### src/rtl/flash_seq_pkg.sv
package flash_seq_pkg;

    typedef enum logic [1:0] {
        OP_PROG   = 2'b00,
        OP_SERASE = 2'b01,
        OP_CERASE = 2'b10,
        OP_NONE   = 2'b11
    } op_e;

    typedef enum logic [2:0] {
        ST_IDLE,
        ST_WSETUP,
        ST_WLOW,
        ST_WHOLD,
        ST_WGAP,
        ST_RACC,
        ST_REVAL,
        ST_RGAP
    } st_e;

    localparam logic [15:0] UNLK_A1 = 16'h5555;
    localparam logic [15:0] UNLK_A2 = 16'h2AAA;
    localparam logic [7:0]  KEY_1   = 8'hAA;
    localparam logic [7:0]  KEY_2   = 8'h55;
    localparam logic [7:0]  CMD_PRG = 8'hA0;
    localparam logic [7:0]  CMD_ERS = 8'h80;
    localparam logic [7:0]  CMD_SEC = 8'h30;
    localparam logic [7:0]  CMD_CHP = 8'h10;

endpackage

### src/rtl/flash_cmd_rom.sv
module flash_cmd_rom
    import flash_seq_pkg::*;
#(
    parameter int ADDR_W = 19
) (
    input  op_e               op,
    input  logic [2:0]        idx,
    input  logic [ADDR_W-1:0] tgt,
    input  logic [7:0]        wdata,
    output logic [ADDR_W-1:0] step_addr,
    output logic [7:0]        step_data,
    output logic [2:0]        last_idx
);
    localparam logic [ADDR_W-1:0] A1 = ADDR_W'(UNLK_A1);
    localparam logic [ADDR_W-1:0] A2 = ADDR_W'(UNLK_A2);

    always_comb begin
        step_addr = A1;
        step_data = KEY_1;
        last_idx  = (op == OP_PROG) ? 3'd3 : 3'd5;
        unique case (idx)
            3'd0: begin step_addr = A1; step_data = KEY_1; end
            3'd1: begin step_addr = A2; step_data = KEY_2; end
            3'd2: begin
                step_addr = A1;
                step_data = (op == OP_PROG) ? CMD_PRG : CMD_ERS;
            end
            3'd3: begin
                if (op == OP_PROG) begin
                    step_addr = tgt;
                    step_data = wdata;
                end else begin
                    step_addr = A1;
                    step_data = KEY_1;
                end
            end
            3'd4: begin step_addr = A2; step_data = KEY_2; end
            3'd5: begin
                if (op == OP_CERASE) begin
                    step_addr = A1;
                    step_data = CMD_CHP;
                end else begin
                    step_addr = tgt;
                    step_data = CMD_SEC;
                end
            end
            default: begin step_addr = A1; step_data = KEY_1; end
        endcase
    end
endmodule

### src/rtl/flash_cyc_timer.sv
module flash_cyc_timer #(
    parameter int W = 4
) (
    input  logic         clk,
    input  logic         rst_n,
    input  logic         load,
    input  logic [W-1:0] load_val,
    output logic         zero
);
    logic [W-1:0] cnt_q;

    always_ff @(posedge clk or negedge rst_n) begin
        if (!rst_n)           cnt_q <= '0;
        else if (load)        cnt_q <= load_val;
        else if (cnt_q != '0) cnt_q <= cnt_q - 1'b1;
    end

    assign zero = (cnt_q == '0);
endmodule

### src/rtl/flash_poll_unit.sv
module flash_poll_unit #(
    parameter int CW = 12
) (
    input  logic          clk,
    input  logic          rst_n,
    input  logic          clear,
    input  logic          eval,
    input  logic          toggle_mode,
    input  logic          exp7,
    input  logic [7:6]    sbits,
    input  logic [CW-1:0] limit,
    output logic          match,
    output logic          at_limit
);
    logic [CW-1:0] n_q;
    logic          prev6_q;
    logic          prev_ok_q;

    always_ff @(posedge clk or negedge rst_n) begin
        if (!rst_n) begin
            n_q       <= '0;
            prev6_q   <= 1'b0;
            prev_ok_q <= 1'b0;
        end else if (clear) begin
            n_q       <= '0;
            prev6_q   <= 1'b0;
            prev_ok_q <= 1'b0;
        end else if (eval) begin
            n_q       <= n_q + 1'b1;
            prev6_q   <= sbits[6];
            prev_ok_q <= 1'b1;
        end
    end

    assign match    = toggle_mode ? (prev_ok_q && (sbits[6] == prev6_q))
                                  : (sbits[7] == exp7);
    assign at_limit = ((n_q + 1'b1) >= limit);
endmodule

### src/rtl/flash_pe_seq.sv
module flash_pe_seq
    import flash_seq_pkg::*;
#(
    parameter int ADDR_W          = 19,
    parameter int WE_LOW_CYC      = 2,
    parameter int DSETUP_CYC      = 2,
    parameter int WE_HIGH_CYC     = 1,
    parameter int RD_CYC          = 4,
    parameter int PROG_TMO_POLLS  = 400,
    parameter int ERASE_TMO_POLLS = 1000000
) (
    input  logic              clk,
    input  logic              rst_n,
    input  logic              req_valid,
    input  logic [1:0]        req_op,
    input  logic [ADDR_W-1:0] req_addr,
    input  logic [7:0]        req_data,
    input  logic              poll_sel,
    output logic              req_ready,
    output logic              op_done,
    output logic              op_tmo,
    output logic              op_err,
    output logic [7:0]        op_rbyte,
    output logic [ADDR_W-1:0] fl_addr,
    output logic [7:0]        fl_dout,
    output logic              fl_doe,
    input  logic [7:0]        fl_din,
    output logic              fl_ce_n,
    output logic              fl_oe_n,
    output logic              fl_we_n
);
    localparam int PULSE_CYC = (WE_LOW_CYC > DSETUP_CYC) ? WE_LOW_CYC : DSETUP_CYC;
    localparam int GAP_CYC   = (WE_HIGH_CYC > 0) ? WE_HIGH_CYC : 1;
    localparam int TMAX_A    = (PULSE_CYC > GAP_CYC) ? PULSE_CYC : GAP_CYC;
    localparam int TMAX      = (TMAX_A > RD_CYC) ? TMAX_A : RD_CYC;
    localparam int TW        = $clog2(TMAX + 1);
    localparam int PMAX      = (PROG_TMO_POLLS > ERASE_TMO_POLLS) ? PROG_TMO_POLLS : ERASE_TMO_POLLS;
    localparam int CW        = $clog2(PMAX + 1) + 1;

    st_e               state_q, state_d;
    logic [2:0]        step_q, step_d;
    op_e               op_q;
    logic              mode_q;
    logic [ADDR_W-1:0] tgt_q;
    logic [7:0]        wd_q;
    logic [7:0]        rd_q;

    logic              accept, fin_ok, fin_tmo;
    logic              tmr_load, tmr_zero;
    logic [TW-1:0]     tmr_val;
    logic              poll_clr, poll_eval, poll_match, poll_limit;
    logic [CW-1:0]     lim;

    op_e               cur_op;
    logic [ADDR_W-1:0] cur_addr;
    logic [7:0]        cur_data;
    logic [ADDR_W-1:0] rom_addr;
    logic [7:0]        rom_data;
    logic [2:0]        last_idx;

    assign cur_op   = accept ? op_e'(req_op) : op_q;
    assign cur_addr = accept ? req_addr : tgt_q;
    assign cur_data = accept ? req_data : wd_q;

    flash_cmd_rom #(.ADDR_W(ADDR_W)) u_rom (
        .op        (cur_op),
        .idx       (step_d),
        .tgt       (cur_addr),
        .wdata     (cur_data),
        .step_addr (rom_addr),
        .step_data (rom_data),
        .last_idx  (last_idx)
    );

    flash_cyc_timer #(.W(TW)) u_tmr (
        .clk      (clk),
        .rst_n    (rst_n),
        .load     (tmr_load),
        .load_val (tmr_val),
        .zero     (tmr_zero)
    );

    assign lim = (op_q == OP_PROG) ? CW'(PROG_TMO_POLLS) : CW'(ERASE_TMO_POLLS);

    flash_poll_unit #(.CW(CW)) u_poll (
        .clk         (clk),
        .rst_n       (rst_n),
        .clear       (poll_clr),
        .eval        (poll_eval),
        .toggle_mode (mode_q),
        .exp7        ((op_q == OP_PROG) ? wd_q[7] : 1'b1),
        .sbits       (rd_q[7:6]),
        .limit       (lim),
        .match       (poll_match),
        .at_limit    (poll_limit)
    );

    // next state and step
    always_comb begin
        state_d   = state_q;
        step_d    = step_q;
        accept    = 1'b0;
        fin_ok    = 1'b0;
        fin_tmo   = 1'b0;
        tmr_load  = 1'b0;
        tmr_val   = '0;
        poll_clr  = 1'b0;
        poll_eval = 1'b0;
        unique case (state_q)
            ST_IDLE: begin
                if (req_valid && (op_e'(req_op) != OP_NONE)) begin
                    accept  = 1'b1;
                    step_d  = 3'd0;
                    state_d = ST_WSETUP;
                end
            end
            ST_WSETUP: begin
                state_d  = ST_WLOW;
                tmr_load = 1'b1;
                tmr_val  = TW'(PULSE_CYC - 1);
            end
            ST_WLOW: begin
                if (tmr_zero) state_d = ST_WHOLD;
            end
            ST_WHOLD: begin
                state_d  = ST_WGAP;
                tmr_load = 1'b1;
                tmr_val  = TW'(GAP_CYC - 1);
            end
            ST_WGAP: begin
                if (tmr_zero) begin
                    if (step_q == last_idx) begin
                        state_d  = ST_RACC;
                        tmr_load = 1'b1;
                        tmr_val  = TW'(RD_CYC - 1);
                        poll_clr = 1'b1;
                    end else begin
                        step_d  = step_q + 3'd1;
                        state_d = ST_WSETUP;
                    end
                end
            end
            ST_RACC: begin
                if (tmr_zero) state_d = ST_REVAL;
            end
            ST_REVAL: begin
                poll_eval = 1'b1;
                if (poll_match) begin
                    fin_ok  = 1'b1;
                    state_d = ST_IDLE;
                end else if (poll_limit) begin
                    fin_tmo = 1'b1;
                    state_d = ST_IDLE;
                end else begin
                    state_d = ST_RGAP;
                end
            end
            ST_RGAP: begin
                state_d  = ST_RACC;
                tmr_load = 1'b1;
                tmr_val  = TW'(RD_CYC - 1);
            end
            default: state_d = ST_IDLE;
        endcase
    end

    // state register and request capture
    always_ff @(posedge clk or negedge rst_n) begin
        if (!rst_n) begin
            state_q <= ST_IDLE;
            step_q  <= '0;
            op_q    <= OP_PROG;
            mode_q  <= 1'b0;
            tgt_q   <= '0;
            wd_q    <= '0;
            rd_q    <= '0;
        end else begin
            state_q <= state_d;
            step_q  <= step_d;
            if (accept) begin
                op_q   <= op_e'(req_op);
                mode_q <= poll_sel;
                tgt_q  <= req_addr;
                wd_q   <= req_data;
            end
            if (state_q == ST_RACC && tmr_zero) rd_q <= fl_din;
        end
    end

    // registered outputs decoded from the next state
    always_ff @(posedge clk or negedge rst_n) begin
        if (!rst_n) begin
            fl_ce_n <= 1'b1;
            fl_oe_n <= 1'b1;
            fl_we_n <= 1'b1;
            fl_doe  <= 1'b0;
            fl_addr <= '0;
            fl_dout <= '0;
            op_done <= 1'b0;
            op_tmo  <= 1'b0;
            op_err  <= 1'b0;
        end else begin
            op_done <= fin_ok | fin_tmo;
            op_tmo  <= fin_tmo;
            if (accept)       op_err <= 1'b0;
            else if (fin_tmo) op_err <= 1'b1;
            unique case (state_d)
                ST_WSETUP, ST_WLOW, ST_WHOLD: begin
                    fl_ce_n <= 1'b0;
                    fl_oe_n <= 1'b1;
                    fl_we_n <= (state_d != ST_WLOW);
                    fl_doe  <= (state_d != ST_WSETUP);
                    fl_addr <= rom_addr;
                    fl_dout <= rom_data;
                end
                ST_RACC: begin
                    fl_ce_n <= 1'b0;
                    fl_oe_n <= 1'b0;
                    fl_we_n <= 1'b1;
                    fl_doe  <= 1'b0;
                    fl_addr <= tgt_q;
                end
                default: begin
                    fl_ce_n <= 1'b1;
                    fl_oe_n <= 1'b1;
                    fl_we_n <= 1'b1;
                    fl_doe  <= 1'b0;
                end
            endcase
        end
    end

    assign req_ready = (state_q == ST_IDLE);
    assign op_rbyte  = rd_q;

endmodule

### config.mk
export PLATFORM = sky130hd
export DESIGN_NAME = flash_pe_seq
export DESIGN_NICKNAME = d
export VERILOG_FILES = /design/src/rtl/flash_seq_pkg.sv /design/src/rtl/flash_cmd_rom.sv /design/src/rtl/flash_cyc_timer.sv /design/src/rtl/flash_poll_unit.sv /design/src/rtl/flash_pe_seq.sv
export SDC_FILE = /design/constraint.sdc
export NUM_CORES = 1
export LEC_CHECK = 0
export BUFFER_PORTS_ARGS = -buffer_cell sky130_fd_sc_hd__clkbuf_2
export CORE_AREA = 2 2 102 104
export CTS_CLUSTER_DIAMETER = 80
export DETAILED_ROUTE_END_ITERATION = 8
export DIE_AREA = 0 0 104 106
export GPL_TIMING_DRIVEN = 0
export PLACE_DENSITY = 0.74
export SLEW_MARGIN = 20
export SYNTH_ARGS = -nofsm -noshare
export SYNTH_HDL_FRONTEND = slang
export SYNTH_SLANG_ARGS = --single-unit
export TNS_END_PERCENT = 30
### constraint.sdc
create_clock -name clk -period 3.85 [get_ports clk]
set_clock_uncertainty 0.1 [all_clocks]
set_input_delay 0.1925 -clock clk [delete_from_list [all_inputs] [get_ports clk]]
set_output_delay 0.1925 -clock clk [all_outputs]
set_load 0.1 [all_outputs]
==> impl_metrics.tcl <==
set metrics [dict create \
    numPortBuffers 83 \
    arrival_ns 3.77 \
    ys_ff_latch 104 \
    place_congestion 0.9165 \
    setup_viol 0 \
    setup_ws_ns 0.2338 \
    clock_sinks 104 \
    final_common_cell "nand2_1" \
    endpoint "state_q[1]" \
    cts_setup_buffers 0 \
    rows 37 \
    numCtsBuffers 9 \
    seqCellArea_um2 2606 \
    async_flop_share 1.000 \
    end_kind "flip-flop" \
    final_layout_size_suffix_gt1_frac 0.1780 \
    clkLatencyLatePin_ns 0.36 \
    r2r_start "u_poll.n_q[0]" \
    hold_viol 0 \
    dieWidth_um 104 \
    area_growth_pct 22.55 \
    vias 4852 \
    wire_per_inst_um 14.91 \
    worstSetupStartpointType "flip-flop" \
    drc 0 \
    antenna_found_initial 0 \
    drv_cap 0 \
    path_clk_slew_ns 0.09 \
    grt_pass1_wl_mm 22.24 \
    ys_warn_count 0 \
    reg2regPathDepth 12 \
    syn-instance-count 615 \
    path_class "reg -> reg" \
    status "finished clean" \
    ys_types 60 \
    r2r_end "state_q[1]" \
    utilization 0.6719 \
    post-route-min-period_ns 3.616 \
    synth_edf_count 0 \
    die_area_um2 11020 \
    viasPerCell 5.458 \
    clock_path_buffers 2 \
    fillerInstances 823 \
    die_h_um 106 \
    relSlewSlack 0.5690 \
    syn-cell-area_um2 5483 \
    track_usage 0.2477 \
    drt_iter0_drc 295 \
    place_hpwl_mm 9.385 \
    totalWireLength_mm 13.25 \
    finalCritPeriodShare 0.9393 \
    critical_path_required_ns 4.00 \
    grt_max_degree 58 \
    multiInputGateArea_um2 2699 \
    avgSynthCellArea_um2 8.915 \
    grt_pass1_vias 4694 \
    diodes 0 \
    layout.nets 803 \
    synthFlopType "dfrtp_1" \
    drv_slew 0 \
    htree_levels 3 \
    cts_root_buf "clkbuf_8" \
    overflow 0 \
    post-place-ws_ns 0.09065 \
    initial_core_util 0.5483 \
    r2r_slack_ns 0.23 \
    dr.pass1.iters 5 \
    antenna_left 0 \
    io_pins 84 \
    timing.fmax_mhz 276.5 \
    yosysSeqAreaShare 0.4754 \
    cts_tree "built" \
    core_um2 10000 \
    crit_fanout 6 \
    final_cell_mix "nand2_1 (142), dfrtp_1 (101), clkbuf_2 (82), nor2_1 (56), dlygate4sd3_1 (38)" \
    syn_nets 670 \
    hp-class "in -> reg" \
    worst_pin_slew_ns 0.6410 \
    startpoint "u_poll.n_q[0]" \
]
-- critical path, cell delays in order (launching register included) --
cell     delay [ns]
dfrtp_1        0.39
ha_1           0.21
nand3_1        0.26
nor3_1         0.56
nand2_1        0.16
xnor2_1        0.16
ha_1           0.29
nand3_1        0.11
nor2_1         0.14
nand2_1        0.07
o31ai_1        0.58
o21ai_0        0.19
a31o_2         0.27
-- flip-flops by register name, indices dropped and copies added (netlist names), 2 cells and up --
register and cells:
fl_addr 19, fl_dout 8, op_q 2, op_rbyte 8, state_q 3, step_q 3
tgt_q 19, u_poll.n_q 21, u_tmr.cnt_q 3, wd_q 8
-- synthesized netlist by cell type (2+ instances only) --
library cell | count | area share
and2_1 | 5 | 0.0057
nand2_1 | 142 | 0.097
nor3_1 | 9 | 0.0082
buf_2 | 3 | 0.0027
nor2b_1 | 5 | 0.0057
dfrtp_1 | 101 | 0.46
dfstp_2 | 3 | 0.014
a21o_1 | 4 | 0.0055
o21a_1 | 9 | 0.012
nand4b_1 | 2 | 0.0032
nand4_1 | 8 | 0.0091
clkbuf_1 | 27 | 0.018
xor2_1 | 17 | 0.027
xnor2_1 | 20 | 0.032
a21oi_1 | 23 | 0.021
and3_1 | 3 | 0.0034
mux2i_1 | 5 | 0.0091
inv_1 | 15 | 0.010
or3_1 | 6 | 0.0068
mux2_2 | 8 | 0.016
nand2b_1 | 5 | 0.0057
o211ai_1 | 12 | 0.016
o221a_2 | 7 | 0.014
nor2_1 | 56 | 0.038
a31oi_1 | 8 | 0.0091
o31ai_1 | 3 | 0.0041
or2_2 | 2 | 0.0023
o21ai_0 | 35 | 0.032
o221ai_1 | 2 | 0.0032
ha_1 | 14 | 0.032
o211a_1 | 2 | 0.0037
nand3_1 | 26 | 0.024
-- metrics by stage --
stage | hold slack [ns] | instances | setup TNS, ns | instance area, um2
6_report | 0.03304 | 889 | 0 | 6719
5_1_grt | 0.05863 | 889 | -0.003055 | 6719
4_1_cts | 0.02371 | 889 | 0 | 6705
3_5_place_dp | 0.06604 | 835 | 0 | 6105
3_3_place_gp | 0.2898 | 834 | 0 | 6068
2_1_floorplan | -0.2031 | 615 | 0 | 5483
-- logic make-up (layout without fill, tap and decap cells) --
group / Yosys count / in the layout / synth area share
muxes: 13 / 13 / 0.02556
buffers and inverters: 49 / 187 / 0.03491
DFF: 104 / 104 / 0.4754
and+or+nand+nor: 279 / 279 / 0.2259
AOI/OAI and AO/OA: 119 / 119 / 0.1472
xor gates and xnor gates: 37 / 37 / 0.05911
adders and majority gates: 14 / 14 / 0.03195
-- cell type report --
type,instances,share of cell area
buffer,32,0.01899
clock buffer,11,0.02104
clock inverter,5,0.01173
inverter,17,0.009497
multi-input combinational,462,0.4017
sequential,104,0.3879
tap,136,0.02533
timing repair buffer,122,0.1238
-- worst min-delay path by stage --
stage	from	endpoint	slack (ns)	cells past startpoint
6_report	req_op[1]	op_q[1]	0.03	3
5_1_grt	req_op[1]	op_q[1]	0.06	3
4_1_cts	req_op[1]	op_q[1]	0.02	3
3_5_place_dp	rst_n	op_rbyte[6]	0.07	1
3_3_place_gp	poll_sel	mode_q	0.29	3
2_1_floorplan	rst_n	fl_addr[0]	-0.20	0
-- repair_timing --
item,4_1_cts,5_1_grt
endpoints found under the setup margin,0,5
gates resized for setup,0,2
hold endpoints to repair,84,0
hold buffers,38,0
-- routing by layer --
| metal | vias up | share of wire | global-route usage |
|---|---|---|---|
| met5 | - | 0 | 0 |
| met3 | 18 | 0.042 | 0.03188 |
| li1 | 2372 | - | - |
| met2 | 120 | 0.50 | 0.4272 |
| met4 | 0 | 0.013 | 0.08301 |
| met1 | 2342 | 0.44 | 0.3255 |
Power is left out: the tool's default activity adds up to more than one toggle a clock period on the data nets, which glitch-free logic cannot reach.
